--- config.mk ---
export PLATFORM = sky130hd
export DESIGN_NAME = instr_stage_seq
export DESIGN_NICKNAME = d
export VERILOG_FILES = /design/src/rtl/seq_pkg.sv /design/src/rtl/seq_cnt.sv /design/src/rtl/seq_eq.sv /design/src/rtl/seq_dec.sv /design/src/rtl/instr_stage_seq.sv
export SDC_FILE = /design/constraint.sdc
export NUM_CORES = 1
export LEC_CHECK = 0
export CORE_AREA = 5 5 52 72
export CTS_CLUSTER_DIAMETER = 50
export DETAILED_ROUTE_END_ITERATION = 10
export DIE_AREA = 0 0 57 77
export DONT_BUFFER_PORTS = 1
export PLACE_DENSITY_LB_ADDON = 0.1
export SYNTH_ARGS = -nofsm -noshare
export SYNTH_HDL_FRONTEND = slang
export SYNTH_SLANG_ARGS = --single-unit
--- constraint.sdc ---
create_clock -name clk_i -period 3.55 [get_ports clk_i]
set_input_delay 0.355 -clock clk_i [delete_from_list [all_inputs] [get_ports clk_i]]
set_output_delay 0.355 -clock clk_i [all_outputs]
set_load 0.05 [all_outputs]
--- src/rtl/seq_pkg.sv ---
package seq_pkg;
  localparam int unsigned DEF_STAGE_W = 4;
  localparam int unsigned DEF_INSTR_W = 8;
endpackage

--- src/rtl/seq_cnt.sv ---
module seq_cnt #(
  parameter int unsigned W = 4
) (
  input  logic         clk_i,
  input  logic         rst_ni,
  input  logic         clr_i,
  input  logic         inc_i,
  output logic [W-1:0] cnt_o
);
  logic [W-1:0] cnt_q;

  always_ff @(posedge clk_i or negedge rst_ni) begin
    if (!rst_ni)    cnt_q <= '0;
    else if (clr_i) cnt_q <= '0;
    else if (inc_i) cnt_q <= cnt_q + W'(1);
  end

  assign cnt_o = cnt_q;
endmodule

--- src/rtl/seq_eq.sv ---
module seq_eq #(
  parameter int unsigned W = 4
) (
  input  logic [W-1:0] a_i,
  input  logic [W-1:0] b_i,
  output logic         eq_o
);
  logic [W-1:0] bit_eq;

  for (genvar i = 0; i < W; i++) begin : g_bit
    assign bit_eq[i] = ~(a_i[i] ^ b_i[i]);
  end

  assign eq_o = &bit_eq;
endmodule

--- src/rtl/seq_dec.sv ---
module seq_dec #(
  parameter int unsigned W = 4,
  localparam int unsigned N = 1 << W
) (
  input  logic         en_i,
  input  logic [W-1:0] sel_i,
  output logic [N-1:0] hot_o
);
  for (genvar k = 0; k < N; k++) begin : g_line
    assign hot_o[k] = en_i && (sel_i == W'(k));
  end
endmodule

--- src/rtl/instr_stage_seq.sv ---
module instr_stage_seq
  import seq_pkg::*;
#(
  parameter int unsigned STAGE_W = DEF_STAGE_W,
  parameter int unsigned INSTR_W = DEF_INSTR_W,
  localparam int unsigned N_STAGE = 1 << STAGE_W
) (
  input  logic               clk_i,
  input  logic               rst_ni,
  input  logic               run_i,
  input  logic [STAGE_W-1:0] last_stage_i,
  output logic [N_STAGE-1:0] stage_en_o,
  output logic               done_o,
  output logic [INSTR_W-1:0] instr_idx_o
);
  logic [STAGE_W-1:0] stage_cnt;
  logic               at_last;
  logic               wrap;

  seq_eq #(.W(STAGE_W)) i_eq (
    .a_i  (stage_cnt),
    .b_i  (last_stage_i),
    .eq_o (at_last)
  );

  assign wrap = run_i && at_last;

  seq_cnt #(.W(STAGE_W)) i_stage_cnt (
    .clk_i  (clk_i),
    .rst_ni (rst_ni),
    .clr_i  (wrap),
    .inc_i  (run_i),
    .cnt_o  (stage_cnt)
  );

  seq_cnt #(.W(INSTR_W)) i_instr_cnt (
    .clk_i  (clk_i),
    .rst_ni (rst_ni),
    .clr_i  (1'b0),
    .inc_i  (wrap),
    .cnt_o  (instr_idx_o)
  );

  seq_dec #(.W(STAGE_W)) i_dec (
    .en_i  (run_i),
    .sel_i (stage_cnt),
    .hot_o (stage_en_o)
  );

  assign done_o = wrap;

  a_r2_onehot: assert property (@(posedge clk_i) disable iff (!rst_ni)
    run_i |-> $onehot(stage_en_o));
  a_r2_idle_zero: assert property (@(posedge clk_i) disable iff (!rst_ni)
    !run_i |-> (stage_en_o == '0));
  a_r3_advance: assert property (@(posedge clk_i) disable iff (!rst_ni)
    (run_i && !done_o) |=> stage_cnt == $past(stage_cnt) + STAGE_W'(1));
  a_r4_wrap_zero: assert property (@(posedge clk_i) disable iff (!rst_ni)
    done_o |=> stage_cnt == '0);
  a_r5_instr_step: assert property (@(posedge clk_i) disable iff (!rst_ni)
    done_o |=> instr_idx_o == $past(instr_idx_o) + INSTR_W'(1));
  a_r5_instr_keep: assert property (@(posedge clk_i) disable iff (!rst_ni)
    !done_o |=> $stable(instr_idx_o));
  a_r6_hold: assert property (@(posedge clk_i) disable iff (!rst_ni)
    !run_i |=> $stable(stage_cnt) && $stable(instr_idx_o));
  a_r6_no_done: assert property (@(posedge clk_i) disable iff (!rst_ni)
    !run_i |-> !done_o);
endmodule

==> results.md, run 1 <==
* Run status: completed
* Post-route antenna net violation count at 0
* Post-route DRC violation count at 0
* CTS buffer count at 3
* Grt ovf at 0
* Antenna violations before repair at 0
* First-pass GRT wire length at 3510 um
* Crit path max-delay family: simple AND/OR/NAND/NOR gates
* Setup violators final at 0
* Die height at 77 um
* Largest net degree at the start of global routing at 17
* Clock Sinks at 12
* Sequential Power Share at 40.9%
* Max-slew headroom at 36.1%
* Avg Cell Area, Syn at 9.35 sq um
* Hold Vio Cnt, Final at 0
* NetSw at 383 uW
* Max IR drop VDD at 0.000286 V
* Fin. max-slew vios at 0
* Top Metal Used: met4
* Area share of the leading cell type in the synthesized netlist at 35.3%
* Min Clock Period, post-route at 2.21 ns
* Flip-flop and latch count after synthesis at 12
* Layout Utilization at 30.9%
* Core outline area at 3060 sq um
* FILL cells at 339
* Met3 wire len at 136 um
* Reg clk slew, reported paths at 0.06 ns
* WP data arrival at 1.85 ns
* Post-Synthesis Cell Area at 851 sq um
* Cell taking the most area after synthesis: dfrtp_1
* Most frequent cell after synthesis: nor2_1
* Top-level I/O count at 32
* Die Width at 57 um
* Die footprint at 4390 sq um
* CP bufs+invs at 1
* TNS Setup at 0 ns
* Routed WL per cell at 15.6 um
* Sw Ratio at 52.1%
* Asr flop ratio synth at 100%
* Synthesis-to-finish area growth at 11.2%
* Peak Freq at about 450 MHz
* Metal2 WL at 1100 um
* Max Cap Viol at 0
* Max stage delay on crit path at 0.75 ns
* GRT Total Usage at 10.3%
* Worst setup path startpoint: i_stage_cnt.cnt_o[0]
* Leak Pwr at 0.462 nW
* EDFF count, synth at 0
* Clk_lat worst skew at 0.24 ns
* Post-synth cell types at 27
* Cells after synthesis at slightly above 90
* Number of global-route vias before repair at 666
* Slowest cell on crit path: nor2_1
* Dominant cells by area after synthesis: dfrtp_1 35%, ha_1 7.4%, nor2_1 6.2%, xor2_1 6.2%, and3_1 5.9%
* RSZ-0062 raised after global routing: no
* PD cells at 777 nW/um^2
* P_int at 352 uW
* Diode count at 0
* FF-to-FF Start: i_stage_cnt.cnt_o[2]
* Hold Startpoint: run_i
* DRT met1 WL at 811 um
* Root buffer cell: clkbuf_8
* CTS tree: built
* Syn Nets at 103
* DRT Pass-1 Iters at 4
* Post-synthesis sequential area ratio at 35.3%
* Crit start category: flop
* Final period util at ~62%
* Fraction of layout cells with a size suffix above 1 at 18.1%
* Clock Skew at 0.000841 ns
* DPL Wire Length at 1640 um
* Std cell rows at 24
* Nets@finish at 108
* Post-synth top cells: 14 x nor2_1, 12 x dfrtp_1, 8 x and3_1, 8 x nand2_1
* GP Congestion at 0.734
* Critical setup path kind: reg2out
* Crit end category: output pin
* Data required time of the worst path at 3.19 ns
* H-tree Lvls at 1
* Top FF cell, synth: dfrtp_1
* Post-Route WL at 2070 um
* Clk network pwr share at 17.2%
* Post-CTS resize count at 0
* Initial Utilization at 27.8%
* Worst slew pin tran at 0.955 ns
* Syn. warnings at 0
* Min-Delay Path Class: in2reg
* Highest net fanout along the worst path at 5
* CTS max path bufs at 2
* # port buffers at 0
* Via count at 633
* Vias per std cell at 4.76
* Initial DRC Count at 19
* Comb pwr share at about two fifths
* Worst path cell trace: inv_1 > ha_1 > nand3_1 > nor2_1
[final timing paths]
path	slack [ns]	cells past startpoint	endpoint
min in group asynchronous	0.57	1	i_instr_cnt.cnt_o[4]
max in group asynchronous	2.58	1	i_stage_cnt.cnt_o[3]
min	0.20	1	i_stage_cnt.cnt_o[2]
max	1.34	4	stage_en_o[6]
max reg2reg	1.98	4	i_instr_cnt.cnt_o[1]
min reg2reg	0.71	2	i_stage_cnt.cnt_o[1]
[power by group through the flow]
stage	clock, mW	sequential [mW]	combinational [mW]
4_1_cts	0.130	0.301	0.315
5_1_grt	0.136	0.310	0.341
6_report	0.126	0.301	0.308
3_5_place_dp	0	0.304	0.309
3_3_place_gp	0	0.301	0.310
2_1_floorplan	0	0.265	0.299
[layout by cell type, fill, tap and decap left out, types with 2 or more instances in the layout]
cell / n
and3_1: 8
nand2_1: 8
clkbuf_8: 3
ha_1: 5
dfrtp_1: 12
nor2_1: 14
inv_1: 4
nor3_1: 2
nand3_1: 6
nor3_2: 4
xnor2_2: 3
xor2_1: 6
buf_4: 2
o21ai_1: 4
[registers in the layout (all words and copies together) (netlist names)]
register	count
i_instr_cnt.cnt_o	8
i_stage_cnt.cnt_o	4
[layout make-up]
type	instances	area, sq um	area share [%]
timing repair buffer	3	25.0	2.65
inverter	6	22.5	2.38
multi-input combinational	70	508	53.7
tap	39	48.8	5.16
clock buffer	3	41.3	4.37
sequential	12	300	31.7
[per-stage QoR]
stage / hold slack [ns] / setup slack [ns] / cell area (sq um) / instances / total power [mW]
after floorplan: 0.0594 / 1.37 / 851 / 91 / 0.564
after global placement: 0.0597 / 1.63 / 895 / 129 / 0.611
after detailed placement: 0.0599 / 1.60 / 895 / 129 / 0.613
after CTS: 0.191 / 1.33 / 946 / 133 / 0.746
after global routing: 0.191 / 1.22 / 946 / 133 / 0.787
final: 0.196 / 1.34 / 946 / 133 / 0.735
[logic make-up (layout without fill, tap and decap cells)]
family / count (synthesis) / after routing / synth area share [%]
adders and majority gates: 5 / 5 / 7.35
AOI/OAI and AO/OA: 6 / 6 / 3.68
and+or+nand+nor: 47 / 47 / 30.7
muxes: 1 / 1 / 1.76
xor gates and xnor gates: 11 / 11 / 16.2
buffers and inverters: 9 / 12 / 5.00
DFF: 12 / 12 / 35.3
[what timing repair did]
| item | CTS | global route |
|---|---|---|
| hold endpoints to repair | 12 | 0 |
| setup endpoints to repair | 0 | 0 |
| buffers inserted | 0 | 0 |
| hold buffers | 1 | 0 |
[per-layer routing]
metal,vias up,track usage [%]
li1,311,-
met4,0,4.18
met3,4,3.87
met2,16,16.7
met5,-,0
met1,302,11.9
[worst register-to-register path, cell delays in order, from the launching register on]
cell	delay [ns]
dfrtp_1	0.51
xnor2_2	0.27
and4_1	0.27
nand2_2	0.10
mux2_4	0.30
No activity file was read; power rests on OpenSTA's default activity.
==> run 2, diff against run 1 <==
==> constraint.sdc (replaced) <==
create_clock -name clk_i -period 2.1 [get_ports clk_i]
set_input_delay 0.21 -clock clk_i [delete_from_list [all_inputs] [get_ports clk_i]]
set_output_delay 0.21 -clock clk_i [all_outputs]
set_load 0.05 [all_outputs]
==> run 2 against run 1 <==
Compared with the run above:
- critical path depth down 1
- sequential share of layout area down 3.1 points
- worst hold slack worse by 0.15 ns
- core utilization up 3.4 points
- highest routed layer unchanged
- count of clock-buffer cells in the layout up 1
- clock power up 99%
- critical endpoint is now stage_en_o[13]
- final area up 11%
- wire length up 1.1%
- non-clock buffer count up 12
- total power up 80%
- worst setup slack worse by 1.1 ns
==> results.md, run 2 (synthesis gave the netlist of run 1 again) <==
* Run status: completed
* Non-Filler Instances at 146 (+9.8%)
* CTS tree: built
* Clock Skew at 0.00141 ns (+0.000567 ns)
* Die height at 77 um (unchanged)
* Most frequent cells in the layout: 14 x nor2_1, 14 x buf_4, 12 x dfrtp_1
* TNS Setup at 0 ns (unchanged)
* Final period util at 90.0%
* Slowest cell on crit path: dfrtp_1
* H-tree Lvls at 1 (unchanged)
* Top-level I/O count at 32 (unchanged)
* Crit end category: output pin
* Post-route antenna net violation count at 0 (unchanged)
* Largest net degree at the start of global routing at 17 (unchanged)
* Nets@finish at 120 (+11%)
* Hold_buf cts at 1 (unchanged)
* Number of global-route vias before repair at 721 (+8.3%)
* Peak Freq at approximately 530 MHz
* Routed WL per cell at 14.4 um (-7.9%)
* Placed cells at 141 (+9.3%)
* First-pass GRT wire length at 3510 um (unchanged)
* GRT Total Usage at 10.2% (-0.030 points)
* Synthesis-to-finish area growth at 23.4%
* Max stage delay on crit path at 0.55 ns (-0.20 ns)
* DRT Pass-1 Iters at 4 (unchanged)
* CTS max path bufs at 2 (unchanged)
* Clock Sinks at 12 (unchanged)
* Antenna violations before repair at 0 (unchanged)
* Clk network pwr share at 18.9% (+1.7 points)
* Worst path cell trace: clkinv_1 > nor2_1 > and3_1
* Sw Ratio at 49.1% (-2.9 points)
* P_int at 673 uW (+91%)
* Core outline area at 3060 sq um (unchanged)
* Max IR drop VDD at 0.000492 V (+72%)
* Via count at 687 (+8.5%)
* # port buffers at 0 (unchanged)
* Post-CTS Setup Inserts at 0 (unchanged)
* Crit start category: flop
* Post-Route WL at 2100 um (+1.1%)
* Initial DRC Count at 10 (-9)
* CTS buffer count at 3 (unchanged)
* Highest net fanout along the worst path at 8 (+3)
* DPL Wire Length at 1710 um (+4.2%)
* Clk_lat worst skew at 0.24 ns (about the same)
* Critical setup path kind: reg2out
* Max-slew headroom at 61.3% (+25 points)
* Root buffer cell: clkbuf_8
* Initial Utilization at 27.8% (unchanged)
* Die Width at 57 um (unchanged)
* Diode count at 0 (unchanged)
* WP data arrival at 1.68 ns (-0.17 ns)
* Setup violators final at 0 (unchanged)
* Min-Delay Path Class: in2reg
* NetSw at 650 uW (+70%)
* GP Congestion at 0.715 (-2.6%)
* Vias per std cell at 4.71 (-1.1%)
* RSZ-0062 raised after global routing: no
* Post-route DRC violation count at 0 (unchanged)
* Comb pwr share at 48.4% (+6.4 points)
* Die footprint at 4390 sq um (unchanged)
* Area of the multi-input gates at 508 sq um (unchanged)
* Worst slew pin tran at 0.578 ns (-0.376 ns)
* Fraction of layout cells with a size suffix above 1 at 28.0% (+10 points)
* Data required time of the worst path at 1.89 ns (-1.30 ns)
* Std cell rows at 24 (unchanged)
* Leak Pwr at 0.534 nW (+16%)
* Fin. max-slew vios at 0 (unchanged)
* Max Cap Viol at 0 (unchanged)
* Post-CTS resize count at 0 (unchanged)
* Hold Vio Cnt, Final at 0 (unchanged)
* PD cells at 1260 nW/um^2 (+62%)
* FF/Latch Area at 300 sq um (unchanged)
* Grt ovf at 0 (unchanged)
* FILL cells at 338 (-0.29%)
* Min Clock Period, post-route at 1.89 ns
* Max reg flops at 8 (unchanged)
* Sequential Power Share at 32.7% (-8.2 points)
* Reg clk slew, reported paths at 0.05 ns (about the same)
[run 2: cell count changes in the layout (fill, tap and decap cells not counted), sizes merged]
cell	delta
buf	+12
clkbuf	+1
[run 2: critical path: cells and delay by family (launching register included)]
kind / cells / cell delay (ns)
flops: 1 / 0.55
simple gates: 2 / 0.68
buf+inv: 1 / 0.21
[run 2: cell type report]
type,count,share of cell area [%]
Tap cell,39,4.65
Clock buffer,4,5.24
Sequential cell,12,28.6
Inverter,6,2.15
Timing Repair Buffer,15,11.0
Multi-Input combinational cell,70,48.4
[run 2: per-stage QoR]
| step | setup slack [ns] | cell area, sq um | total power, mW | hold slack (ns) | util (%) |
|---|---|---|---|---|---|
| after floorplan | 0.0666 | 851 | 0.954 | -0.0856 | - |
| after global placement | 0.509 | 985 | 1.07 | -0.0852 | 32.1 |
| after detailed placement | 0.462 | 985 | 1.08 | -0.0852 | 32.1 |
| after CTS | 0.189 | 1050 | 1.35 | 0.0412 | 34.3 |
| after global routing | 0.0382 | 1050 | 1.42 | 0.0385 | 34.3 |
| final | 0.211 | 1050 | 1.32 | 0.0467 | 34.3 |
[run 2: power groups by stage]
| stage | clock network (mW) | logic [mW] | registers, mW |
|---|---|---|---|
| global placement | 0 | 0.636 | 0.436 |
| global route | 0.268 | 0.699 | 0.449 |
| finish | 0.251 | 0.641 | 0.432 |
| floorplan | 0 | 0.505 | 0.449 |
| detailed placement | 0 | 0.643 | 0.438 |
| CTS | 0.259 | 0.652 | 0.434 |
[run 2: metal layers]
layer / vias up / track usage [%] / part of all wire, %
li1: 334 / - / -
met1: 329 / 10.3 / 37
met2: 18 / 18.1 / 54
met3: 6 / 3.36 / 6.1
met4: 0 / 5.57 / 2.4
met5: - / 0 / 0
[run 2: final timing paths]
kind                                      start  depth (start not counted)              endpoint  slack [ns]
setup / recovery           i_stage_cnt.cnt_o[3]                          3        stage_en_o[13]        0.21
hold / removal                            run_i                          1  i_stage_cnt.cnt_o[0]        0.05
setup reg to reg           i_stage_cnt.cnt_o[2]                          4  i_instr_cnt.cnt_o[1]        0.52
hold reg to reg            i_instr_cnt.cnt_o[4]                          2  i_instr_cnt.cnt_o[4]        0.67
max in group asynchronous                rst_ni                          1  i_instr_cnt.cnt_o[7]        1.31
min in group asynchronous                rst_ni                          1  i_instr_cnt.cnt_o[3]        0.41
